File: src/rtl/adc_seq_pkg.sv
package adc_seq_pkg;

  typedef enum logic [1:0] {
    ST_IDLE = 2'd0,
    ST_SAMP = 2'd1,
    ST_CONV = 2'd2,
    ST_DONE = 2'd3
  } seqState_e;

  // strobes from control to datapath
  typedef struct packed {
    logic shiftEn;  // capture cmpBit into the shift register
    logic commit;   // move the completed word into the result register
    logic clear;    // return shift and result registers to reset value
  } dpStrobe_t;

  function automatic int maxOf3(input int a, input int b, input int c);
    int m;
    m = (a > b) ? a : b;
    return (m > c) ? m : c;
  endfunction

endpackage

File: src/rtl/adc_seq_len.sv
module adc_seq_len #(
  parameter int SHORT_LEN = 4,
  parameter int FIRST_ADD = 2,
  parameter int HS_ADD    = 2,
  parameter int LONG_LEN0 = 24,
  parameter int LONG_LEN1 = 16,
  parameter int LONG_LEN2 = 10,
  parameter int LONG_LEN3 = 6,
  parameter int CNT_W     = 5
) (
  input  logic             firstConv,
  input  logic             longSel,
  input  logic [1:0]       longCode,
  input  logic             hiSpeed,
  output logic [CNT_W-1:0] sampLen
);

  localparam logic [CNT_W-1:0] SHORT_FIRST = CNT_W'(SHORT_LEN + FIRST_ADD);
  localparam logic [CNT_W-1:0] SHORT_NEXT  = CNT_W'(SHORT_LEN);

  logic [CNT_W-1:0] longTab [4];
  logic [CNT_W-1:0] baseLen;

  assign longTab[0] = CNT_W'(LONG_LEN0);
  assign longTab[1] = CNT_W'(LONG_LEN1);
  assign longTab[2] = CNT_W'(LONG_LEN2);
  assign longTab[3] = CNT_W'(LONG_LEN3);

  always_comb begin
    if (longSel) begin
      baseLen = longTab[longCode];
    end else begin
      baseLen = firstConv ? SHORT_FIRST : SHORT_NEXT;
    end
  end

  generate
    if (HS_ADD > 0) begin : g_hsAdder
      assign sampLen = hiSpeed ? (baseLen + CNT_W'(HS_ADD)) : baseLen;
    end else begin : g_noHsAdder
      logic unusedHs;
      assign unusedHs = hiSpeed;
      assign sampLen  = baseLen;
    end
  endgenerate

endmodule

File: src/rtl/adc_seq_ctrl.sv
module adc_seq_ctrl
  import adc_seq_pkg::*;
#(
  parameter int RES_W = 16,
  parameter int CNT_W = 5
) (
  input  logic             clk,
  input  logic             rstN,
  input  logic             lpStop,
  input  logic             startReq,
  input  logic             contEn,
  input  logic             abortReq,
  input  logic [CNT_W-1:0] sampLen,
  output logic             firstConv,
  output dpStrobe_t        stb,
  output logic             sampleEn,
  output logic             convBusy,
  output logic             busy,
  output logic             done
);

  localparam logic [CNT_W-1:0] CONV_LAST = CNT_W'(RES_W - 1);
  localparam logic [CNT_W-1:0] CNT_ZERO  = '0;
  localparam logic [CNT_W-1:0] CNT_ONE   = CNT_W'(1);

  seqState_e        state, nState;
  logic [CNT_W-1:0] cnt, nCnt;
  logic             cntZero;

  assign cntZero   = (cnt == CNT_ZERO);
  // only an explicit start selects the first-conversion length
  assign firstConv = startReq;

  always_comb begin
    nState = state;
    nCnt   = cnt;
    stb    = '0;
    if (lpStop) begin
      nState    = ST_IDLE;
      nCnt      = CNT_ZERO;
      stb.clear = 1'b1;
    end else if (abortReq) begin
      nState = ST_IDLE;
      nCnt   = CNT_ZERO;
    end else if (startReq) begin
      nState = ST_SAMP;
      nCnt   = sampLen - CNT_ONE;
    end else begin
      case (state)
        ST_SAMP: begin
          if (cntZero) begin
            nState = ST_CONV;
            nCnt   = CONV_LAST;
          end else begin
            nCnt = cnt - CNT_ONE;
          end
        end
        ST_CONV: begin
          stb.shiftEn = 1'b1;
          if (cntZero) begin
            stb.commit = 1'b1;
            nState     = ST_DONE;
          end else begin
            nCnt = cnt - CNT_ONE;
          end
        end
        ST_DONE: begin
          if (contEn) begin
            nState = ST_SAMP;
            nCnt   = sampLen - CNT_ONE;
          end else begin
            nState = ST_IDLE;
          end
        end
        default: begin
          nState = ST_IDLE;
          nCnt   = CNT_ZERO;
        end
      endcase
    end
  end

  always_ff @(posedge clk or negedge rstN) begin
    if (!rstN) begin
      state <= ST_IDLE;
      cnt   <= CNT_ZERO;
    end else begin
      state <= nState;
      cnt   <= nCnt;
    end
  end

  assign sampleEn = (state == ST_SAMP);
  assign convBusy = (state == ST_CONV);
  assign done     = (state == ST_DONE);
  assign busy     = (state != ST_IDLE);

endmodule

File: src/rtl/adc_seq_dp.sv
module adc_seq_dp
  import adc_seq_pkg::*;
#(
  parameter int RES_W = 16
) (
  input  logic             clk,
  input  logic             rstN,
  input  dpStrobe_t        stb,
  input  logic             cmpBit,
  output logic [RES_W-1:0] result
);

  logic [RES_W-1:0] shiftReg;
  logic [RES_W-1:0] shiftNext;

  assign shiftNext = {shiftReg[RES_W-2:0], cmpBit};

  always_ff @(posedge clk or negedge rstN) begin
    if (!rstN) begin
      shiftReg <= '0;
      result   <= '0;
    end else if (stb.clear) begin
      shiftReg <= '0;
      result   <= '0;
    end else begin
      if (stb.shiftEn) shiftReg <= shiftNext;
      if (stb.commit)  result   <= shiftNext;
    end
  end

endmodule

File: src/rtl/adc_sample_seq.sv
module adc_sample_seq
  import adc_seq_pkg::*;
#(
  parameter int RES_W     = 16,
  parameter int SHORT_LEN = 4,
  parameter int FIRST_ADD = 2,
  parameter int HS_ADD    = 2,
  parameter int LONG_LEN0 = 24,
  parameter int LONG_LEN1 = 16,
  parameter int LONG_LEN2 = 10,
  parameter int LONG_LEN3 = 6
) (
  input  logic             clk,
  input  logic             rstN,
  input  logic             lpStop,
  input  logic             startReq,
  input  logic             contEn,
  input  logic             abortReq,
  input  logic             longSel,
  input  logic [1:0]       longCode,
  input  logic             hiSpeed,
  input  logic             cmpBit,
  output logic             sampleEn,
  output logic             convBusy,
  output logic             busy,
  output logic             done,
  output logic [RES_W-1:0] result
);

  localparam int LONG_MAX = maxOf3(LONG_LEN0, LONG_LEN1, maxOf3(LONG_LEN2, LONG_LEN3, 0));
  localparam int MAX_CNT  = maxOf3(LONG_MAX + HS_ADD, SHORT_LEN + FIRST_ADD + HS_ADD, RES_W);
  localparam int CNT_W    = $clog2(MAX_CNT + 1);

  dpStrobe_t        stb;
  logic [CNT_W-1:0] sampLen;
  logic             firstConv;

  adc_seq_len #(
    .SHORT_LEN (SHORT_LEN),
    .FIRST_ADD (FIRST_ADD),
    .HS_ADD    (HS_ADD),
    .LONG_LEN0 (LONG_LEN0),
    .LONG_LEN1 (LONG_LEN1),
    .LONG_LEN2 (LONG_LEN2),
    .LONG_LEN3 (LONG_LEN3),
    .CNT_W     (CNT_W)
  ) uLen (
    .firstConv (firstConv),
    .longSel   (longSel),
    .longCode  (longCode),
    .hiSpeed   (hiSpeed),
    .sampLen   (sampLen)
  );

  adc_seq_ctrl #(
    .RES_W (RES_W),
    .CNT_W (CNT_W)
  ) uCtrl (
    .clk       (clk),
    .rstN      (rstN),
    .lpStop    (lpStop),
    .startReq  (startReq),
    .contEn    (contEn),
    .abortReq  (abortReq),
    .sampLen   (sampLen),
    .firstConv (firstConv),
    .stb       (stb),
    .sampleEn  (sampleEn),
    .convBusy  (convBusy),
    .busy      (busy),
    .done      (done)
  );

  adc_seq_dp #(
    .RES_W (RES_W)
  ) uDp (
    .clk    (clk),
    .rstN   (rstN),
    .stb    (stb),
    .cmpBit (cmpBit),
    .result (result)
  );

endmodule

File: config.mk
export PLATFORM = sky130hd
export DESIGN_NAME = adc_sample_seq
export DESIGN_NICKNAME = d
export VERILOG_FILES = /design/src/rtl/adc_seq_pkg.sv /design/src/rtl/adc_seq_len.sv /design/src/rtl/adc_seq_ctrl.sv /design/src/rtl/adc_seq_dp.sv /design/src/rtl/adc_sample_seq.sv
export SDC_FILE = /design/constraint.sdc
export NUM_CORES = 1
export LEC_CHECK = 0
export ABC_AREA = 1
export BUFFER_PORTS_ARGS = -buffer_cell sky130_fd_sc_hd__clkbuf_2
export CORE_ASPECT_RATIO = 1.1
export CORE_MARGIN = 2
export CORE_UTILIZATION = 60
export CTS_BUF_LIST = sky130_fd_sc_hd__clkbuf_8
export DETAILED_ROUTE_END_ITERATION = 10
export GPL_TIMING_DRIVEN = 0
export MAX_ROUTING_LAYER = met4
export PLACE_DENSITY = 0.85
export SYNTH_ARGS = -nofsm -noshare
export SYNTH_HDL_FRONTEND = slang
export SYNTH_HIERARCHICAL = 1
export SYNTH_SLANG_ARGS = --single-unit
File: constraint.sdc
create_clock -name clk -period 2.8 [get_ports clk]
set_clock_uncertainty 0.2 [all_clocks]
set_input_delay 0.84 -clock clk [delete_from_list [all_inputs] [get_ports clk]]
set_output_delay 0.84 -clock clk [all_outputs]
set_load 0.1 [all_outputs]
Yosys cells after proc, flatten, opt, wreduce, memory -nomap -nowiden --
Index checks and enable logic that the tools add are counted.
Storage, ports and cells: flip-flop bits (word level) 38, output and inout bits 20, word-level logic and storage cells 52
Operators by class: $add $sub $neg 3, $lt $le $gt $ge 1, eq/ne operators 7, muxes and demuxes 30, bitwise operators 1, reductions and logical operators 6
Operators by type and width (number):
- 2-to-1 mux 5 bit | 10
- 2-to-1 mux 16 bit | 2
- 2-to-1 mux 15 bit | 2
- 2-to-1 mux 2 bit | 10
- one-hot mux 5 bit (3 select lines) | 1
- binary-select mux 5 bit (select 2 bit) | 1
- != test 5 x 4 -> 1 bit, second input constant | 2
- != test 5 bit, second input constant | 2
- subtractor 5 x 1 -> 5 bit, second input constant | 2
- one-hot mux 2 bit (3 select lines) | 1
- nonzero test 2 bit | 3
- adder 5 x 2 -> 5 bit, second input constant | 1
- logical NOT 5 bit | 1
- == test 2 bit, second input constant | 2
- AND reduction 2 bit | 2
- greater-or-equal comparator 3 bit, second input constant | 1
- 2-to-1 mux 1 bit | 3
- inverter 2 -> 3 bit | 1
- == test 2 x 1 -> 1 bit, second input constant | 1

Logic depth before layout (Yosys ltp) --
word-level depth 13, mapped depth 16, mapped depth without buffers 16

Hierarchy --
Netlist, hierarchy kept.
Modules (own cells, without submodules):
- adc_seq_dp | instances 1, cells an instance 136, area each 1357.6 µm², seq. area each 775.7 µm²
- adc_seq_ctrl | instances 1, cells an instance 119, area each 735.7 µm², seq. area each 175.2 µm²
- adc_seq_len | instances 1, cells an instance 27, area each 121.4 µm², seq. area each 0.0 µm²

Worst setup path before layout --
OpenSTA, ideal clock, no wires.
kind register to register, from register uCtrl.state[0], to register uDp.result[10], setup time 121 ps, arrival 2252 ps, required time 2479 ps, slack 227 ps, cell stages (with the launch flop) 12, buffers on the path 2, cells stage by stage dfrtp_1 -> inv_1 -> ha_1 -> nand2_1 -> nor2_2 -> nand2_1 -> inv_1 -> buf_6 -> nor2_4 -> buf_12 -> nand2_2 -> nand2_1
RTL lines:
- from (decl) | RTL line adc_seq_ctrl.sv:26 | seqState_e state, nState;
- from (signal assigned) | RTL line adc_seq_ctrl.sv:88 | state <= nState;
- to (signal assigned) | RTL line adc_seq_dp.sv:27 | if (stb.commit) result <= shiftNext;
- to (decl) | RTL line adc_seq_dp.sv:10 | output logic [RES_W-1:0] result

Final worst setup path --
from register uCtrl.state[0], to output port convBusy
On the way: word-level cells in the longest chain between the ends 1
RTL lines:
- == test 2 bit | RTL line adc_seq_ctrl.sv:94 | assign convBusy = (state == ST_CONV);
- to (decl) | RTL line adc_sample_seq.sv:24 | output logic convBusy,
No other way between the ends.

==> metrics.md <==
| Metric | Value |
|---|---|
| DRT Pass-1 Iters | `4` |
| Final TNS setup | `0 ns` |
| WS Path Type | `reg -> out` |
| Number of clock sinks | `38` |
| Worst path max stage delay | `0.49 ns` |
| Register area share after synthesis | `42.9%` |
| Status | `completed` |
| Port bufs | `30` |
| Seq cells post-synth | `38` |
| Crit path launch type | `flip-flop` |
| Initial Utilization | `61.6%` |
| CP max FO | `5` |
| Clk root buf | `clkbuf_8` |
| Die Area | `4190 um^2` |
| Synth top area share | `42.9%` |
| CTS tree | `done` |
| Power density over cell area | `491 nW/um^2` |
| CTS resizes | `0` |
| RSZ-0062 raised after global routing | `no` |
| CTS Buf Count | `5` |
| DR vias | `1842` |
| Syn_nets | `301` |
| Synth Flop Type | `dfrtp_1` |
| CP top delay family | `buffers and inverters` |
| Largest net degree at the start of global routing | `39` |
| Post-synthesis async set-or-reset flop share | `100%` |
| Num rows | `23` |
| Ports | `31` |
| Drt total wl | `4130 um` |
| Post-Synthesis Cell Area | `2210 um^2` |
| Number of flops mapped to enable cells by yosys | `0` |
| Worst-margin pin slew | `0.900 ns` |
| Setup WS pre-CTS | `0.220 ns` |
| Cells after Synth | `282` |
| Initial DRC Count | `85` |
| YS warnings | `6` |
| Syn Area/Cell | `7.85 um^2` |
| Clock buffer depth | `2` |
| Finished Core Util | `71.4%` |
| Post-DP HPWL | `3180 um` |
| CP required | `1.76 ns` |
| Synth cell count leaders | `nand2_1 (103), dfrtp_1 (38), nand3_1 (35), inv_1 (26), nand2_2 (13)` |
| Nets | `338` |
| Final Power | `1260 uW` |
| Routability cong. | `0.823` |
| Core ar. | `3600 um^2` |
| Setup crit end kind | `output port` |
| Post-route ant nets | `0` |
| Number of library cell types mapped by synthesis | `21` |
| Crit path DAT | `1.60 ns` |
| Count leader, synth | `nand2_1` |
| Largest cells by area after synthesis | `dfrtp_1 (43%), nand2_1 (17%), nand3_1 (7.9%)` |
| Clk slew on worst S/H paths | `0.07 ns` |
| CP max stage cell | `clkbuf_2` |
| N_diodes | `0` |
| Die Y | `67.7 um` |
| Overall routing resource usage | `23.8%` |
| Worst hold slack | `0.274 ns` |
| Vias in the first global route | `1797` |
| Final setup viols | `0` |
| Initial antenna violation count | `0` |
| Area grow syn2layout | `16.0%` |
| Layout cells sized above 1 | `25.6%` |
| Fin crit share | `94.4%` |
| HP Class | `reg -> reg` |
| Worst VDD drop | `0.197 mV` |
| Max_slew headroom | `40.0%` |
| Global-route wire length before repair | `7280 um` |
| Leakage power | `0.00150 uW` |
| Drt drc | `0` |
| Buf+Inv Stages, Crit Path | `2` |
| Die Span X | `61.9 um` |
| Cell Chain, Critical Path | `inv_1 > ha_1 > clkbuf_2` |
| H-tree levels | `2` |
| Setup Fix Bufs, Post-CTS | `0` |
| Final worst setup slack | `0.157 ns` |
| Final Hold Viols | `0` |
| Vias per cell | `4.98` |
| Cts hold-fix bufs | `0` |
| Final Max Tran Viols | `0` |
| Aggregate global routing overflow | `0` |
| Max-Cap Viols | `0` |
| Area leader, netlist | `dfrtp_1` |
| Final Critical Period | `2.64 ns` |
| WL/cell | `11.2 um` |
| Fmax | `0.378 GHz` |
| Insertion delay to the later sink of the worst-skew pair | `0.29 ns` |
[cells by family after synthesis]
logic type | synth area share [%]
flip-flops | 42.9
AND/OR/NAND/NOR | 37.7
other | 0.169
buffers and inverters | 10.7
adder cells (fa/ha/maj) | 4.52
XOR/XNOR | 1.19
AO/OA/AOI/OAI | 2.71
[layout make-up]
cell class	instances	area, um^2
Buffer	12	125
Clock buffer	6	82.6
Clock inverter	2	60.1
Fill cell	289	1030
Inverter	30	113
Multi-Input combinational cell	202	1030
Sequential cell	38	951
Tap cell	50	62.6
Timing Repair Buffer	30	150
[metal layers]
metal / vias to the layer above / routed length (um) / GRT usage, %
met5: - / 0 / -
met4: 0 / 97 / 11.7
met3: 8 / 124 / 3.45
met2: 41 / 2190 / 41.8
met1: 839 / 1720 / 25.4
li1: 954 / - / -
[through the flow]
stage | instance area [um^2] | std cells
after floorplan | 2210 | 282
after global placement | 2430 | 362
after detailed placement | 2430 | 362
after CTS | 2570 | 370
after global routing | 2570 | 370
final | 2570 | 370
[where the power goes]
part	internal (uW)	switching, uW
sequential	552	4.11
combinational	46.4	93.0
clock	380	187
total	978	284
[tightest hold or removal path, stage by stage (launching register included)]
cell and delay [ns]:
dfrtp_1 0.35, nand2_1 0.05, nand2_1 0.05
[path summary, 6_finish.rpt]
path,startpoint,to,slack (ns),cells past startpoint
max,uCtrl/state[0]$_DFFE_PN0P_,convBusy,0.16,3
min,uDp/result[15]$_DFFE_PN0P_,uDp/result[15]$_DFFE_PN0P_,0.27,2
max reg2reg,uCtrl/state[0]$_DFFE_PN0P_,uDp/result[13]$_DFFE_PN0P_,0.78,10
min reg2reg,uDp/result[15]$_DFFE_PN0P_,uDp/result[15]$_DFFE_PN0P_,0.27,2
max in group asynchronous,rstN,uDp/shiftReg[7]$_DFFE_PN0P_,1.37,1
min in group asynchronous,rstN,uDp/result[15]$_DFFE_PN0P_,0.47,1
[flip-flops by register name, summed over array words and instances (netlist names)]
register,count
uDp/shiftReg,15
uDp/result,16
uCtrl/state,2
uCtrl/cnt,5
[placed cells by master, fill, tap and decap left out]
| cell | instances |
|---|---|
| o211ai_1 | 2 |
| buf_12 | 1 |
| clkbuf_8 | 6 |
| buf_4 | 5 |
| conb_1 | 1 |
| bufinv_16 | 2 |
| nor2_2 | 4 |
| inv_1 | 26 |
| clkbuf_2 | 30 |
| o21ai_0 | 5 |
| nor3_1 | 1 |
| ha_1 | 8 |
| dfrtp_1 | 38 |
| xor2_1 | 3 |
| buf_6 | 6 |
| inv_2 | 4 |
| nand3_1 | 35 |
| a21oi_1 | 4 |
| nand3_2 | 9 |
| nand2_2 | 13 |
| nand2_1 | 103 |
| nand4_1 | 2 |
| nor2_4 | 2 |
| nor2_1 | 10 |
(Power assumes the default switching activity.)
